## src/rtl/pwl_pkg.sv

```systemverilog
package pwl_pkg;
  typedef enum logic [1:0] {
    ST_IDLE   = 2'd0,
    ST_LOAD   = 2'd1,
    ST_PROG   = 2'd2,
    ST_SETTLE = 2'd3
  } pwl_state_e;
endpackage

```

## src/rtl/pwl_strobe_filter.sv

```systemverilog
// Minimum-width filter on the active-low load strobe; emits one-cycle
// events on the edge where the filtered level changes.
module pwl_strobe_filter #(
  parameter int FILT_CYC = 3,
  localparam int CW = $clog2(FILT_CYC + 1)
) (
  input  logic clk,
  input  logic rst_n,
  input  logic stb_n,
  output logic fall_ev,
  output logic rise_ev
);
  logic          lvl_q;
  logic [CW-1:0] cnt_q;
  logic          differ;
  logic          ripe;

  assign differ  = (stb_n != lvl_q);
  assign ripe    = differ && (cnt_q == CW'(FILT_CYC - 1));
  assign fall_ev = ripe && lvl_q;
  assign rise_ev = ripe && !lvl_q;

  always_ff @(posedge clk) begin
    if (!rst_n) begin
      lvl_q <= 1'b1;
      cnt_q <= '0;
    end else if (!differ) begin
      cnt_q <= '0;
    end else if (ripe) begin
      lvl_q <= stb_n;
      cnt_q <= '0;
    end else begin
      cnt_q <= cnt_q + 1'b1;
    end
  end

  AST_FILT_MATCH_HOLDS: assert property (@(posedge clk) disable iff (!rst_n)
    (stb_n == lvl_q) |=> (lvl_q == $past(lvl_q)));
  AST_FILT_FOLLOWS_INPUT: assert property (@(posedge clk) disable iff (!rst_n)
    (lvl_q != $past(lvl_q)) |-> (lvl_q == $past(stb_n)));
endmodule

```

## src/rtl/pwl_page_buf.sv

```systemverilog
// Page buffer: one data byte and one loaded flag per slot.
module pwl_page_buf #(
  parameter int PAGE_BYTES = 128,
  parameter int DATA_W = 8,
  localparam int IDX_W = $clog2(PAGE_BYTES)
) (
  input  logic              clk,
  input  logic              rst_n,
  input  logic              wr_en,
  input  logic [IDX_W-1:0]  wr_idx,
  input  logic [DATA_W-1:0] wr_data,
  input  logic              clr,
  input  logic [IDX_W-1:0]  rd_idx,
  output logic [DATA_W-1:0] rd_data,
  output logic              rd_loaded
);
  logic [DATA_W-1:0]     data_q [PAGE_BYTES];
  logic [PAGE_BYTES-1:0] mask_q;
  logic [PAGE_BYTES-1:0] hit;

  for (genvar g = 0; g < PAGE_BYTES; g++) begin : g_hit
    assign hit[g] = wr_en && (wr_idx == IDX_W'(g));
  end

  always_ff @(posedge clk) begin
    for (int i = 0; i < PAGE_BYTES; i++) begin
      if (hit[i]) data_q[i] <= wr_data;
    end
  end

  always_ff @(posedge clk) begin
    if (!rst_n || clr) mask_q <= '0;
    else               mask_q <= mask_q | hit;
  end

  assign rd_data   = data_q[rd_idx];
  assign rd_loaded = mask_q[rd_idx];

  AST_CLR_EMPTIES: assert property (@(posedge clk) disable iff (!rst_n)
    clr |=> ($countones(mask_q) == 0));
  AST_WRITE_MARKS: assert property (@(posedge clk) disable iff (!rst_n)
    (wr_en && !clr) |=> mask_q[$past(wr_idx)]);
endmodule

```

## src/rtl/pwl_seq.sv

```systemverilog
// Load/program sequencer: page check, load window, commit scan, settle.
module pwl_seq
  import pwl_pkg::*;
#(
  parameter int ADDR_W = 17,
  parameter int PAGE_BYTES = 128,
  parameter int WIN_CYC = 40,
  parameter int PROG_CYC = 200,
  localparam int IDX_W = $clog2(PAGE_BYTES),
  localparam int PG_W = ADDR_W - IDX_W
) (
  input  logic              clk,
  input  logic              rst_n,
  input  logic              run_en,
  input  logic              fall_ev,
  input  logic              rise_ev,
  input  logic [ADDR_W-1:0] ld_addr,
  input  logic              arr_ready,
  input  logic              slot_loaded,
  output logic              busy,
  output logic              page_err,
  output logic              wr_en,
  output logic [IDX_W-1:0]  wr_idx,
  output logic              clr,
  output logic [IDX_W-1:0]  scan_idx,
  output logic [PG_W-1:0]   page,
  output logic              arr_valid
);
  localparam int TW = $clog2(WIN_CYC + 1);
  localparam int PW = $clog2(PROG_CYC + 1);

  pwl_state_e       state_q;
  logic [PG_W-1:0]  page_q;
  logic [IDX_W-1:0] hold_idx_q;
  logic             pend_q;
  logic [TW-1:0]    tmr_q;
  logic [IDX_W-1:0] scan_q;
  logic [PW-1:0]    wcnt_q;
  logic             err_q;

  logic [PG_W-1:0]  pg_in;
  logic             same_pg;
  logic             acc_fall;
  logic             advance;
  logic             win_done;
  logic             settle_done;

  assign pg_in       = ld_addr[ADDR_W-1:IDX_W];
  assign same_pg     = (pg_in == page_q);
  assign acc_fall    = run_en && fall_ev &&
                       ((state_q == ST_IDLE) || ((state_q == ST_LOAD) && same_pg));
  assign win_done    = (tmr_q == TW'(WIN_CYC - 1)) && !pend_q;
  assign advance     = (state_q == ST_PROG) && (!slot_loaded || arr_ready);
  assign settle_done = (state_q == ST_SETTLE) && (wcnt_q == PW'(PROG_CYC - 1));

  assign wr_en     = run_en && rise_ev && pend_q;
  assign wr_idx    = hold_idx_q;
  assign clr       = !run_en || settle_done;
  assign scan_idx  = scan_q;
  assign page      = page_q;
  assign busy      = (state_q != ST_IDLE);
  assign page_err  = err_q;
  assign arr_valid = run_en && (state_q == ST_PROG) && slot_loaded;

  always_ff @(posedge clk) begin
    if (!rst_n) begin
      state_q    <= ST_IDLE;
      page_q     <= '0;
      hold_idx_q <= '0;
      pend_q     <= 1'b0;
      tmr_q      <= '0;
      scan_q     <= '0;
      wcnt_q     <= '0;
      err_q      <= 1'b0;
    end else if (!run_en) begin
      state_q <= ST_IDLE;
      pend_q  <= 1'b0;
      err_q   <= 1'b0;
    end else begin
      err_q <= fall_ev && (state_q == ST_LOAD) && !same_pg;
      if (wr_en) pend_q <= 1'b0;
      unique case (state_q)
        ST_IDLE: begin
          if (acc_fall) begin
            state_q    <= ST_LOAD;
            page_q     <= pg_in;
            hold_idx_q <= ld_addr[IDX_W-1:0];
            pend_q     <= 1'b1;
            tmr_q      <= '0;
          end
        end
        ST_LOAD: begin
          if (acc_fall) begin
            hold_idx_q <= ld_addr[IDX_W-1:0];
            pend_q     <= 1'b1;
            tmr_q      <= '0;
          end else if (win_done) begin
            state_q <= ST_PROG;
            scan_q  <= '0;
          end else if (tmr_q != TW'(WIN_CYC - 1)) begin
            tmr_q <= tmr_q + 1'b1;
          end
        end
        ST_PROG: begin
          if (advance) begin
            if (scan_q == IDX_W'(PAGE_BYTES - 1)) begin
              state_q <= ST_SETTLE;
              wcnt_q  <= '0;
            end else begin
              scan_q <= scan_q + 1'b1;
            end
          end
        end
        ST_SETTLE: begin
          if (settle_done) state_q <= ST_IDLE;
          else             wcnt_q  <= wcnt_q + 1'b1;
        end
        default: state_q <= ST_IDLE;
      endcase
    end
  end

  AST_BUSY_NEEDS_STROBE: assert property (@(posedge clk) disable iff (!rst_n)
    $rose(busy) |-> $past(fall_ev));
  AST_HALT_ON_INHIBIT: assert property (@(posedge clk) disable iff (!rst_n)
    !run_en |=> !busy);
  AST_ERR_IN_LOAD: assert property (@(posedge clk) disable iff (!rst_n)
    err_q |-> $past(state_q == ST_LOAD));
  AST_QUIET_WHILE_PROG: assert property (@(posedge clk) disable iff (!rst_n)
    ((state_q == ST_PROG) || (state_q == ST_SETTLE)) |-> !wr_en);
endmodule

```

## src/rtl/pwl_page_loader.sv

```systemverilog
module pwl_page_loader #(
  parameter int ADDR_W = 17,
  parameter int DATA_W = 8,
  parameter int PAGE_BYTES = 128,
  parameter int FILT_CYC = 3,
  parameter int WIN_CYC = 40,
  parameter int PROG_CYC = 200
) (
  input  logic              clk,
  input  logic              rst_n,
  input  logic              run_en,
  input  logic              ld_stb_n,
  input  logic [ADDR_W-1:0] ld_addr,
  input  logic [DATA_W-1:0] ld_data,
  output logic              busy,
  output logic              page_err,
  output logic              arr_valid,
  input  logic              arr_ready,
  output logic [ADDR_W-1:0] arr_addr,
  output logic [DATA_W-1:0] arr_data
);
  localparam int IDX_W = $clog2(PAGE_BYTES);
  localparam int PG_W = ADDR_W - IDX_W;

  logic             fall_ev, rise_ev;
  logic             wr_en, clr, slot_loaded;
  logic [IDX_W-1:0] wr_idx, scan_idx;
  logic [PG_W-1:0]  page;

  pwl_strobe_filter #(.FILT_CYC(FILT_CYC)) u_filt (
    .clk(clk), .rst_n(rst_n), .stb_n(ld_stb_n),
    .fall_ev(fall_ev), .rise_ev(rise_ev)
  );

  pwl_seq #(
    .ADDR_W(ADDR_W), .PAGE_BYTES(PAGE_BYTES),
    .WIN_CYC(WIN_CYC), .PROG_CYC(PROG_CYC)
  ) u_seq (
    .clk(clk), .rst_n(rst_n), .run_en(run_en),
    .fall_ev(fall_ev), .rise_ev(rise_ev), .ld_addr(ld_addr),
    .arr_ready(arr_ready), .slot_loaded(slot_loaded),
    .busy(busy), .page_err(page_err), .wr_en(wr_en), .wr_idx(wr_idx),
    .clr(clr), .scan_idx(scan_idx), .page(page), .arr_valid(arr_valid)
  );

  pwl_page_buf #(.PAGE_BYTES(PAGE_BYTES), .DATA_W(DATA_W)) u_buf (
    .clk(clk), .rst_n(rst_n), .wr_en(wr_en), .wr_idx(wr_idx),
    .wr_data(ld_data), .clr(clr), .rd_idx(scan_idx),
    .rd_data(arr_data), .rd_loaded(slot_loaded)
  );

  assign arr_addr = {page, scan_idx};

  AST_ARR_HOLD: assert property (@(posedge clk) disable iff (!rst_n || !run_en)
    (arr_valid && !arr_ready) |=> (arr_valid && $stable(arr_addr) && $stable(arr_data)));
  AST_VALID_NEEDS_BUSY: assert property (@(posedge clk) disable iff (!rst_n)
    arr_valid |-> busy);
endmodule

```

## config.mk

```make
export PLATFORM = sky130hd
export DESIGN_NAME = pwl_page_loader
export DESIGN_NICKNAME = d
export VERILOG_FILES = /design/src/rtl/pwl_pkg.sv /design/src/rtl/pwl_strobe_filter.sv /design/src/rtl/pwl_page_buf.sv /design/src/rtl/pwl_seq.sv /design/src/rtl/pwl_page_loader.sv
export SDC_FILE = /design/constraint.sdc
export NUM_CORES = 1
export LEC_CHECK = 0
export BUFFER_PORTS_ARGS = -buffer_cell sky130_fd_sc_hd__buf_4
export CORE_MARGIN = 2
export CORE_UTILIZATION = 50
export DETAILED_ROUTE_END_ITERATION = 7
export PLACE_DENSITY = 0.72
export SYNTH_ARGS = -nofsm -noshare
export SYNTH_HDL_FRONTEND = slang
export SYNTH_HIERARCHICAL = 1
export SYNTH_SLANG_ARGS = --single-unit
```

## constraint.sdc

```tcl
create_clock -name clk -period 12.5 [get_ports clk]
set_input_delay 1.875 -clock clk [delete_from_list [all_inputs] [get_ports clk]]
set_output_delay 1.875 -clock clk [all_outputs]
set_load 0.05 [all_outputs]
```

---- After elaboration in Yosys (flattened, before gate mapping) ----
Memories as Yosys holds them, arrays and structs flattened. A register that Yosys moved wholly into a read port is not among the register bits.
Cells that the tools add are included.
operators by class
  equality and inequality tests ........... 147
  bitwise logic cells ..................... 3
  multiplexer cells ....................... 665
  $mul .................................... 0
  shift-type cells ........................ 0
  div/mod/pow operators ................... 0
  add/sub/neg operators ................... 4
  order comparisons ....................... 1
  reductions and logical operators ........ 296
operators with widths
  kind                   number
  $mux W8                130
  $reduce_or A8 Y1       127
  $mux W7                133
  $eq A7 B7 Y1 const B   65
  $mux W1                387
  $eq A7 B6 Y1 const B   32
  $logic_and A1 B1 Y1    143
  $or A128 B128 Y128     1
  $eq A7 B5 Y1 const B   16
  $eq A7 B4 Y1 const B   8
  $eq A7 B3 Y1 const B   4
  $mux W6                4
  $pmux W8 S2            1
  $eq A7 B2 Y1 const B   2
  $pmux W7 S2            1
  $mux W2                6
  $pmux W6 S2            1
  $reduce_and A6 Y1      2
  $eq A10 B10 Y1         1
  $reduce_and A5 Y1      2
  $add A8 B1 Y8 const B  1
  $eq A8 B8 Y1 const B   1
  $lt A7 B8 Y1 const B   1
  $ne A2 B1 Y1 const B   4
  other kinds (23)       43
storage, ports and cells
  bits in latches ......................... 0
  memories kept ........................... 1
  input port bits ......................... 30
  bits in registers ....................... 173
  word-level logic and storage cells ...... 1128
  memory bits (read-only) ................. 0
  bits in writable memories ............... 1024
memories
  memory        words  width  rd ports  clocked after memory_dff  wr ports  RTL line            source
  u_buf.data_q  128    8      1         1                         1         pwl_page_buf.sv:17  logic [DATA_W-1:0] data_q [PAGE_BYTES];

---- Logic depth before layout (Yosys ltp) ----
  depth after elaboration ................. 136
  mapped depth ............................ 13

---- By module ----
The synthesis kept the hierarchy.
modules (own cells, without submodules)
  module             cells an instance  times used  area each (um^2)  sequential area each (um^2)
  pwl_page_buf       1966               1           44166.1           33311.9
  pwl_seq            282                1           2336.0            840.8
  pwl_strobe_filter  13                 1           132.6             60.1

---- Least setup slack after synthesis ----
Ideal clock, no wire load.
  kind .................................... register to output
  from .................................... register u_seq.scan_q[0] (netlist: u_seq/scan_idx[0])
  to ...................................... output port arr_valid
  data required time ...................... 10625 ps
  arrival time ............................ 3573 ps
  stages on the path, launching flop included .. 8
  path slack .............................. 7052 ps
  path through ............................ dfxtp_1 > buf_2 > buf_1 > mux4_2 > mux4_2 > mux4_2 > mux2_2 > and3_1
between the ends
  cells in the longest elaborated chain, start to end .. 3
RTL lines
  what                           RTL line               source
  start: declaration             pwl_seq.sv:37          logic [IDX_W-1:0] scan_q;
  start signal: assignment       pwl_seq.sv:110         scan_q <= scan_q + 1'b1;
  $bmux W1 S7                    pwl_page_buf.sv:37     assign rd_loaded = mask_q[rd_idx];
  $mux W1 (not written as such)  pwl_page_buf.sv:37
  via slot_loaded                pwl_page_loader.sv:26  logic wr_en, clr, slot_loaded;
  $logic_and A1 B1 Y1            pwl_seq.sv:63          assign arr_valid = run_en && (state_q == ST_PROG) && slot_loaded;
  end: declaration               pwl_page_loader.sv:17  output logic arr_valid,
The timed path passes the listed nets, and every way through them passes these cells. The select of a mux whose other input is x is not followed.

---- Worst setup path in the final report ----
  from .................................... register u_seq.scan_q[2] (netlist: u_seq/scan_idx[2])
  to ...................................... output port arr_valid
Same word-level chain as after synthesis.

==> run summary <==
Mapped Area -> 46600 um2
Vias in the first global route -> 23200
Detailed Routing Iterations Pass 1 -> 6
Synth Instances -> 2261
RR Startpoint -> u_seq/scan_idx[2]
Critical path's slowest cell -> buf_4
Crit path capture type -> primary output
Root Buffer -> clkbuf_16
Post-CTS Setup Bufs -> 0
Worst clock skew -> 19.3 ps
Num ports -> 58
Hold Path Class -> reg -> reg
Area grow syn2layout -> 11.2%
DRT antenna net count -> 0
Min setup slack post-route -> 5250 ps
Setup TNS -> 0 ps
Predominant post-synthesis flop cell -> edfxtp_1
Slack of the worst reg-to-reg path -> 6750 ps
PortBufs -> 57
DP Area -> 48300 um2
Crit Path Class -> reg -> out
Initial antenna violation count -> 2
Logic depth of the worst register-to-register path -> 10
Final setup fails -> 0
Min cycle time layout -> 7250 ps
Hold path depth -> 1
HPWL Detailed -> 63200 um
Status -> finished, final reports clean
Largest net degree at the start of global routing -> 157
Yosys warning count -> 6
Rel. slew slack -> 0.0883
Distinct cells, synth -> 59
Final Util -> 0.558
Register bit total from synthesis -> 1197
CP cell instances -> buf_12, buf_4, mux4_2, mux4_2, mux4_2, mux2_2, and3_1, buf_4
Final #Nets -> 2362
Synth area leader -> edfxtp_1
Post-synthesis sequential area ratio -> 0.734
Hold EP -> u_filt/cnt_q[0]
Synth Net Count -> 2299
DRC viols -> 0
Fmax -> 138 MHz
Die Span Y -> 309 um
Number of enable flip-flop cells after synthesis -> 1024
CP arrival -> 5370 ps
Worst-skew pair later-pin latency -> 680 ps
Max Cap Viol -> 0
Core area -> 92900 um2
Clock Pin Slew Worst Setup and Hold Paths -> 60 ps
Resize count post-CTS -> 0
Peak supply drop -> 104 uV
GP Congestion -> 0.858
Crit-path max FO -> 156
Critical path's top delay family -> multiplexers
Aggregate global routing overflow -> 0
Mapped Avg Cell Area -> 20.6 um2
Die Area -> 95700 um2
Slew @ Worst Pin -> 1360 ps
Final worst path period share -> 0.580
Total CTS buffers -> 113
CP Launch Type -> flip-flop
Vias per inst -> 6.29
Place WS -> 5920 ps
RSZ-0062 raised after global routing -> no
Initial drt markers -> 2978
CP required -> 10620 ps
Post-CTS Hold Fix Bufs -> 0
Total track usage -> 0.223
Sink Count -> 1197
WL final -> 105000 um
Avg WL per Cell -> 28.7 um
Yosys top cell area share -> 0.659
H-tree level count -> 3
Final Cell Area -> 51800 um2
Fraction of layout cells with a size suffix above 1 -> 0.264
Worst Path Buf+Inv -> 3
Worst R2R End -> u_seq/wcnt_q[5]
Final hold violations -> 0
Power Density -> 149 nW/um2
Total number of vias -> 23100
Row count -> 112
CTS Buffer Depth -> 3
CTS tree -> yes
Leakage -> 15.6 nW
Largest cells by area after synthesis -> edfxtp_1 (66%), mux4_2 (18%), dfxtp_1 (7.4%), o21a_1 (2.1%), nor2_1 (1.2%)
Slew Limit Fails -> 0
Critical Path Most Common Cell -> mux4_2
Die X -> 309 um
First-pass GRT wire length -> 155000 um
Worst Min Path Start -> u_filt/cnt_q[0]
Fraction of registers with async set/reset -> 0
Largest stage delay on the critical path -> 870 ps
# diodes -> 0
Initial core utilization -> 0.502
==> cell families after synthesis <==
| group | count (synthesis) | share of synthesized area |
|---|---|---|
| xor+xnor | 18 | 0.00338 |
| mux | 391 | 0.186 |
| compound gates | 192 | 0.0301 |
| fa+ha+maj | 8 | 0.00215 |
| flops | 1197 | 0.734 |
| buf+inv | 145 | 0.0137 |
| simple gates | 310 | 0.0314 |
==> cells in the mapped netlist, types with 4 or more instances <==
| cell | n |
|---|---|
| or3_1 | 5 |
| nand4b_1 | 5 |
| mux2_2 | 9 |
| nand4_1 | 11 |
| dfxtp_1 | 173 |
| inv_1 | 11 |
| buf_2 | 14 |
| xnor2_1 | 11 |
| nor4_1 | 6 |
| nor4b_1 | 4 |
| buf_4 | 11 |
| edfxtp_1 | 1024 |
| nor2b_1 | 11 |
| nand2_1 | 53 |
| nand3_1 | 42 |
| nor2_1 | 144 |
| and3_1 | 9 |
| o21ai_0 | 12 |
| ha_1 | 8 |
| buf_6 | 5 |
| clkbuf_1 | 83 |
| buf_1 | 20 |
| mux2i_1 | 4 |
| a21oi_1 | 23 |
| o21a_1 | 129 |
| mux4_2 | 378 |
| xor2_1 | 7 |
==> per-stage QoR <==
stage | power, mW | instances | hold slack [ps]
global placement | 4.50 | 3463 | 408
finish | 7.72 | 3674 | 427
CTS | 7.77 | 3674 | 432
floorplan | 4.43 | 2261 | 401
detailed placement | 4.50 | 3463 | 418
global route | 7.93 | 3674 | 441
==> cells in the final DEF (no fill, tap or decap), drive strengths merged, types with 12 or more instances in the layout <==
master,count
a21oi,23
clkbuf,161
nand2,54
inv,15
nor2,144
o21a,129
o21ai,12
mux4,378
clkinv,37
buf,81
edfxtp,1024
dfxtp,173
nand3,42
==> registers in the layout, indices dropped and copies added (netlist names) <==
register and cells:
u_seq/wr_idx 7, u_seq/pend_q 1, u_seq/page_err 1, u_buf/mask_q 128, u_seq/scan_idx 7, u_seq/page 10, u_buf/data_q 1024, u_seq/state_q 2
u_filt/cnt_q 2, u_seq/tmr_q 6, u_filt/lvl_q 1, u_seq/wcnt_q 8
==> worst reg2reg max path, stage by stage (launching register included) <==
cell	delay [ps]
dfxtp_4	680
buf_12	700
buf_4	1030
mux4_2	650
mux4_2	470
mux4_2	450
mux2_2	320
nor2b_1	170
or3_1	320
o41ai_2	660
nor2_1	140
==> how the worst max path moves through the flow <==
| stage | start | to | cells after the start |
|---|---|---|---|
| after detailed placement | u_seq/scan_idx[2] | arr_valid | 8 |
| after CTS | u_seq/scan_idx[2] | arr_valid | 8 |
| after floorplan | u_seq/scan_idx[0] | arr_valid | 7 |
| final | u_seq/scan_idx[2] | arr_valid | 8 |
| after global routing | u_seq/scan_idx[2] | arr_valid | 8 |
| after global placement | u_seq/scan_idx[2] | arr_valid | 8 |
==> layout make-up <==
type | count | area [um2]
inverter | 12 | 45.0
clock inverter | 50 | 459
clock buffer | 161 | 3120
tap | 1254 | 1570
timing repair buffer | 81 | 633
sequential | 1197 | 34200
multi-input combinational | 919 | 11800
fill | 6677 | 41100
==> report_power, final <==
part | switching, mW | internal (mW) | leakage (nW)
Sequential | 0.00137 | 4.33 | 10.6
Clock | 1.42 | 1.88 | 1.74
Combinational | 0.0739 | 0.0138 | 3.22
Total | 1.50 | 6.22 | 15.6
==> layer usage <==
| metal | share of wire | track usage | routed length, um |
|---|---|---|---|
| met5 | 0 | 0 | 0 |
| met4 | 0.032 | 0.0802 | 3410 |
| met3 | 0.085 | 0.0387 | 8960 |
| met2 | 0.50 | 0.362 | 52200 |
| met1 | 0.39 | 0.308 | 40800 |
Power figures use the tool's default switching activity.
